## src/rtl/tw_cond_pkg.sv

```systemverilog
package tw_cond_pkg;

    // Cycles needed to cover ns at clk_hz, rounded up, at least 2
    function automatic int unsigned ns_to_cycles(input longint unsigned clk_hz,
                                                 input int unsigned ns);
        longint unsigned c;
        c = (clk_hz / 1000 * ns + 999_999) / 1_000_000;
        if (c < 2) c = 2;
        return int'(c);
    endfunction

    typedef struct packed {
        logic start;
        logic stop;
        logic bit_valid;
        logic bit_value;
        logic scl_rise;
        logic scl_fall;
    } tw_evt_t;

endpackage

```

## src/rtl/tw_line_filter.sv

```systemverilog
module tw_line_filter #(
    parameter int unsigned FILT_LEN = 7
) (
    input  logic clk,
    input  logic rst_n,
    input  logic raw_i,
    output logic level_o
);
    localparam int unsigned CW = $clog2(FILT_LEN);

    typedef struct packed {
        logic          s1;
        logic          s2;
        logic          level;
        logic [CW-1:0] run;
    } flt_st_t;

    flt_st_t st_d, st_q;

    always_comb begin
        st_d    = st_q;
        st_d.s1 = raw_i;
        st_d.s2 = st_q.s1;
        if (st_q.s2 == st_q.level) begin
            st_d.run = '0;
        end else if (st_q.run == CW'(FILT_LEN - 1)) begin
            st_d.level = st_q.s2;
            st_d.run   = '0;
        end else begin
            st_d.run = st_q.run + 1'b1;
        end
    end

    always_ff @(posedge clk or negedge rst_n) begin
        if (!rst_n) begin
            st_q <= '{s1: 1'b1, s2: 1'b1, level: 1'b1, run: '0};
        end else begin
            st_q <= st_d;
        end
    end

    assign level_o = st_q.level;
endmodule

```

## src/rtl/tw_event_gen.sv

```systemverilog
module tw_event_gen
    import tw_cond_pkg::*;
(
    input  logic    clk,
    input  logic    rst_n,
    input  logic    scl_f,
    input  logic    sda_f,
    output tw_evt_t evt_o
);
    typedef struct packed {
        logic    scl_p;
        logic    sda_p;
        logic    busy;
        logic    cap;
        logic    dirty;
        tw_evt_t evt;
    } ev_st_t;

    ev_st_t st_d, st_q;
    logic   rise, fall, high, cond_start, cond_stop;

    always_comb begin
        rise       = scl_f & ~st_q.scl_p;
        fall       = ~scl_f & st_q.scl_p;
        high       = scl_f & st_q.scl_p;
        cond_start = high & st_q.sda_p & ~sda_f;
        cond_stop  = high & ~st_q.sda_p & sda_f;

        st_d       = st_q;
        st_d.scl_p = scl_f;
        st_d.sda_p = sda_f;

        if (cond_start) begin
            st_d.busy = 1'b1;
        end else if (cond_stop) begin
            st_d.busy = 1'b0;
        end

        if (rise) begin
            st_d.cap   = sda_f;
            st_d.dirty = 1'b0;
        end else if (high && (sda_f != st_q.sda_p)) begin
            st_d.dirty = 1'b1;
        end

        st_d.evt.start     = cond_start;
        st_d.evt.stop      = cond_stop;
        st_d.evt.scl_rise  = rise;
        st_d.evt.scl_fall  = fall;
        st_d.evt.bit_valid = fall & st_q.busy & ~st_q.dirty;
        st_d.evt.bit_value = st_q.cap;
    end

    always_ff @(posedge clk or negedge rst_n) begin
        if (!rst_n) begin
            st_q <= '{scl_p: 1'b1, sda_p: 1'b1, busy: 1'b0, cap: 1'b0,
                      dirty: 1'b1, evt: '0};
        end else begin
            st_q <= st_d;
        end
    end

    assign evt_o = st_q.evt;
endmodule

```

## src/rtl/tw_sda_hold.sv

```systemverilog
module tw_sda_hold #(
    parameter int unsigned HOLD_LEN = 38
) (
    input  logic clk,
    input  logic rst_n,
    input  logic scl_f,
    input  logic req_i,
    output logic pull_o
);
    localparam int unsigned CW = $clog2(HOLD_LEN + 1);

    typedef struct packed {
        logic [CW-1:0] low_cnt;
        logic          pull;
    } hold_st_t;

    hold_st_t st_d, st_q;

    always_comb begin
        st_d = st_q;
        if (scl_f) begin
            st_d.low_cnt = '0;
        end else if (st_q.low_cnt != CW'(HOLD_LEN)) begin
            st_d.low_cnt = st_q.low_cnt + 1'b1;
        end else begin
            st_d.pull = req_i;
        end
    end

    always_ff @(posedge clk or negedge rst_n) begin
        if (!rst_n) begin
            st_q <= '0;
        end else begin
            st_q <= st_d;
        end
    end

    assign pull_o = st_q.pull;
endmodule

```

## src/rtl/tw_cond_detect.sv

```systemverilog
module tw_cond_detect
    import tw_cond_pkg::*;
#(
    parameter longint unsigned CLK_HZ   = 125_000_000,
    parameter int unsigned     SPIKE_NS = 50,
    parameter int unsigned     HOLD_NS  = 300
) (
    input  logic clk,
    input  logic rst_n,
    input  logic scl_in,
    input  logic sda_in,
    input  logic drive_low_req,
    output logic start_o,
    output logic stop_o,
    output logic bit_valid_o,
    output logic bit_value_o,
    output logic scl_rise_o,
    output logic scl_fall_o,
    output logic sda_pull_o
);
    localparam int unsigned FILT_LEN = ns_to_cycles(CLK_HZ, SPIKE_NS);
    localparam int unsigned HOLD_LEN = ns_to_cycles(CLK_HZ, HOLD_NS);
    localparam int unsigned NLINES   = 2;

    logic [NLINES-1:0] raw_lines;
    logic [NLINES-1:0] flt_lines;
    logic              scl_filt, sda_filt;
    tw_evt_t           evt;

    assign raw_lines = {sda_in, scl_in};

    for (genvar g = 0; g < NLINES; g++) begin : g_line
        tw_line_filter #(.FILT_LEN(FILT_LEN)) flt_i (
            .clk     (clk),
            .rst_n   (rst_n),
            .raw_i   (raw_lines[g]),
            .level_o (flt_lines[g])
        );
    end

    assign scl_filt = flt_lines[0];
    assign sda_filt = flt_lines[1];

    tw_event_gen evt_i (
        .clk   (clk),
        .rst_n (rst_n),
        .scl_f (scl_filt),
        .sda_f (sda_filt),
        .evt_o (evt)
    );

    tw_sda_hold #(.HOLD_LEN(HOLD_LEN)) hold_i (
        .clk    (clk),
        .rst_n  (rst_n),
        .scl_f  (scl_filt),
        .req_i  (drive_low_req),
        .pull_o (sda_pull_o)
    );

    assign start_o     = evt.start;
    assign stop_o      = evt.stop;
    assign bit_valid_o = evt.bit_valid;
    assign bit_value_o = evt.bit_value;
    assign scl_rise_o  = evt.scl_rise;
    assign scl_fall_o  = evt.scl_fall;
endmodule

```

## config.mk

```make
export PLATFORM = sky130hd
export DESIGN_NAME = tw_cond_detect
export DESIGN_NICKNAME = d
export VERILOG_FILES = /design/src/rtl/tw_cond_pkg.sv /design/src/rtl/tw_line_filter.sv /design/src/rtl/tw_event_gen.sv /design/src/rtl/tw_sda_hold.sv /design/src/rtl/tw_cond_detect.sv
export SDC_FILE = /design/constraint.sdc
export NUM_CORES = 1
export LEC_CHECK = 0
export BUFFER_PORTS_ARGS = -buffer_cell sky130_fd_sc_hd__buf_2
export CAP_MARGIN = 15
export CORE_MARGIN = 2
export CORE_UTILIZATION = 30
export CTS_BUF_LIST = sky130_fd_sc_hd__clkbuf_16
export CTS_CLUSTER_DIAMETER = 100
export DETAILED_ROUTE_END_ITERATION = 6
export SLEW_MARGIN = 0
export SYNTH_ARGS = -nofsm -noshare
export SYNTH_HDL_FRONTEND = slang
export SYNTH_SLANG_ARGS = --single-unit
```

## constraint.sdc

```tcl
create_clock -name clk -period 1.95 [get_ports clk]
set_clock_uncertainty 0.05 [all_clocks]
set_input_delay 0.0975 -clock clk [delete_from_list [all_inputs] [get_ports clk]]
set_output_delay 0.0975 -clock clk [all_outputs]
set_load 0.02 [all_outputs]
```

==> impl_metrics.tcl <==
set metrics [dict create \
    grt_antenna_before_repair 0 \
    critPathLaunchType "flop" \
    dieHeight_um 66.1 \
    cts_root_buf "sky130_fd_sc_hd__clkbuf_16" \
    tightestPinTransition_ps 641 \
    rr_startpoint "hold_i.st_q[1]" \
    mappedNetlistNets 96 \
    static-leakage-power_nw 0.674 \
    clkPwrFrac_pct 32.0 \
    synth_top_family_by_area "simple AND/OR/NAND/NOR gates" \
    netSwitchingFraction_pct 29.8 \
    dr.pass1.iters 4 \
    synthesis.area_um2 1160 \
    max_freq_mhz 635 \
    finalPower_w 0.00219 \
    post-route-worst-setup-slack_ps 376 \
    setup_viol_count_final 0 \
    post_cts_buffers 0 \
    routedWlPerCell_um 11.2 \
    finalHoldViolCount 0 \
    proportion_of_layout_cells_with_a_drive_suffix_above_1_pct 30.6 \
    post_synth_mux_area_share_pct 7.57 \
    hp-start "drive_low_req" \
    cp-startpoint "hold_i.st_q[1]" \
    routed_via_density 4.52 \
    cts.sink_count 30 \
    detailroute.via_count 718 \
    worstReg2RegEnd "hold_i.st_q[1]" \
    detailedRoute.firstIterationViolations 24 \
    arrival_ps 1680 \
    area_delta_synth_final_pct 24.6 \
    grt_pass1_vias 730 \
    max-vdd-ir-drop_uv 629 \
    io_buffers 11 \
    gp_congestion 0.650 \
    die-area_um2 4370 \
    route.antenna.remaining_nets 0 \
    layout.cells.most_common_list "sky130_fd_sc_hd__dfrtp_1, sky130_fd_sc_hd__nor2_1, sky130_fd_sc_hd__buf_2" \
    postRouteWirelength_um 1780 \
    postSynthAreaPerCell_um2 13.0 \
    design.core.area_um2 3690 \
    post_synth_fa_ha_maj_area_fraction_pct 2.16 \
    status "finished clean" \
    worstSkewPairLatency_ps 270 \
    power.combinational.fraction_pct 21.8 \
    synth.top_cell.area_share_pct 45.4 \
    yosysWarnings 0 \
    number_of_h_tree_levels 2 \
    synthSimpleGateAreaFrac_pct 16.3 \
    grt_overflow 0 \
    number_of_distinct_standard_cells_referenced_by_the_synthesized_netlist 27 \
    mapped_cells 89 \
    hpwlAfterDp_um 1210 \
    post_place_setup_slack_ps 395 \
    post-route-drc-count 0 \
    timing.slew.headroom_pct 57.3 \
    reg2reg_setup_slack_ps 380 \
    cts-buffers-inserted 5 \
    setup_repair_after_global_routing_missed_its_margin "no" \
    rows 22 \
    n_antenna_cell 0 \
    worstHoldPathType "in -> reg" \
    finish.net_count 117 \
    power.switching_w 0.000652 \
    groute.usage.overall_pct 10.1 \
    worst_ep_required_time_ps 2050 \
    crit_path_max_fo 4 \
    path_class "reg -> reg" \
    ys_seq_elements 30 \
    synth.area.top_cells "sky130_fd_sc_hd__dfrtp_1, sky130_fd_sc_hd__dfstp_2, sky130_fd_sc_hd__mux2_2, sky130_fd_sc_hd__nor2_1, sky130_fd_sc_hd__ha_1" \
    grt_max_degree 31 \
    p_int_w 0.00154 \
    report.final.slew_viol_count 0 \
    max_cap_violations 0 \
    setup_tns_ps 0 \
    clock_path_buffers 2 \
    io_pins 12 \
    ys_seq_area_share_pct 65.8 \
    synthXorXnorAreaFrac_pct 2.27 \
    period_minus_slack_ps 1570 \
    layout_commonest_cell "sky130_fd_sc_hd__dfrtp_1" \
    fp.dieW_um 66.1 \
    cts_tree "done" \
    power_frac_seq_pct 46.2 \
    cts.repair.resized 0 \
    worst_setup_path_endpoint "hold_i.st_q[1]" \
    synth_compound_gate_area_share_pct 4.76 \
    grt_pass1_wl_um 3190 \
    cellPowerDensity_nw_per_um2 1520 \
    final_min_period_over_clock_period_pct 80.7 \
    synth_top_area_cell "sky130_fd_sc_hd__dfrtp_1" \
    end_kind "flop" \
    clk_pin_slew_ps 50 \
    floorplan.initialDensity_pct 31.4 \
    reg2regPathDepth 5 \
]
==> metal layers <==
metal / vias up / part of all wire (%) / global-route usage (%)
met5: - / 0 / 0
met4: 0 / 2.4 / 7.40
met3: 5 / 5.1 / 4.26
met2: 14 / 48 / 15.6
met1: 353 / 45 / 10.8
li1: 346 / - / -
==> synth_stat cells <==
cell type and count:
sky130_fd_sc_hd__xor2_1 1, sky130_fd_sc_hd__xnor2_1 2, sky130_fd_sc_hd__nor3b_1 3, sky130_fd_sc_hd__ha_1 2, sky130_fd_sc_hd__o21bai_1 1, sky130_fd_sc_hd__nand4b_1 1
sky130_fd_sc_hd__nor2_1 12, sky130_fd_sc_hd__buf_2 1, sky130_fd_sc_hd__or3_1 2, sky130_fd_sc_hd__mux2_2 6, sky130_fd_sc_hd__nand3b_1 2, sky130_fd_sc_hd__mux2i_1 2
sky130_fd_sc_hd__nand2b_1 1, sky130_fd_sc_hd__dfrtp_1 21, sky130_fd_sc_hd__a221oi_1 1, sky130_fd_sc_hd__nand3_2 1, sky130_fd_sc_hd__a21oi_1 4, sky130_fd_sc_hd__o21ai_0 1
sky130_fd_sc_hd__a31oi_1 1, sky130_fd_sc_hd__nand2_1 5, sky130_fd_sc_hd__nor2b_1 2, sky130_fd_sc_hd__dfstp_2 9, sky130_fd_sc_hd__a21o_1 1, sky130_fd_sc_hd__and3b_1 2
sky130_fd_sc_hd__nand3_1 2, sky130_fd_sc_hd__inv_1 2, sky130_fd_sc_hd__and4b_1 1
==> sequential cells by signal, indices dropped and copies added, names as in the netlist <==
name	count
hold_i.st_q	6
evt_i.evt_o	6
g_line.flt_i.st_d	2
evt_i.st_q	4
evt_i.st_d	1
g_line.flt_i.level_o	2
hold_i.pull_o	1
g_line.flt_i.st_q	8
==> power by group through the flow <==
stage	Combinational, W	Clock, W	Sequential, W
floorplan	0.000320	0	0.00102
global placement	0.000453	0	0.00100
detailed placement	0.000472	0	0.00102
CTS	0.000481	0.000718	0.00101
global route	0.000538	0.000753	0.00105
finish	0.000477	0.000700	0.00101
==> through the flow <==
| stage | hold slack, ps | area [um^2] | utilization, % | cells |
|---|---|---|---|---|
| detailed placement | 102 | 1270 | 34.6 | 148 |
| global placement | 100 | 1270 | 34.6 | 148 |
| floorplan | -248 | 1160 | - | 89 |
| CTS | 13.6 | 1440 | 39.1 | 159 |
| global route | 14.2 | 1440 | 39.1 | 159 |
| finish | 15.9 | 1440 | 39.1 | 159 |
==> worst max-delay path, stage by stage (launching register included) <==
cell and delay [ps]:
sky130_fd_sc_hd__dfrtp_1 410, sky130_fd_sc_hd__inv_1 80, sky130_fd_sc_hd__ha_1 200, sky130_fd_sc_hd__and3b_1 210, sky130_fd_sc_hd__nand3b_1 150, sky130_fd_sc_hd__mux2_2 350
==> layout make-up <==
type / count / area [um^2]
clock buffer: 5 / 125
tap: 48 / 60.1
timing repair buffer: 15 / 92.6
multi-input combinational: 56 / 383
clock inverter: 3 / 12.5
inverter: 2 / 7.51
fill: 370 / 2250
sequential: 30 / 762
==> worst min path at each step <==
stage / cells past startpoint / endpoint / slack [ps]
after floorplan: 0 / evt_i.evt_o[0] / -250
after global placement: 1 / g_line[1].flt_i.st_q[1] / 100
after detailed placement: 1 / g_line[1].flt_i.st_q[2] / 100
after CTS: 2 / hold_i.pull_o / 10
after global routing: 2 / hold_i.pull_o / 10
final: 2 / hold_i.pull_o / 20
==> cells by family (layout without fill, tap and decap cells) <==
family          after synthesis  count (layout)
mux                           8               8
buf+inv                       3              25
xor+xnor                      3               3
simple gates                 34              34
fa+ha+maj                     2               2
compound gates                9               9
flops                        30              30
==> what timing repair did <==
item / 4_1_cts / 5_1_grt
hold buffers: 3 / 0
setup endpoints to repair: 0 / 0
endpoints found under the hold margin: 23 / 0
Power figures use the tool's default switching activity.
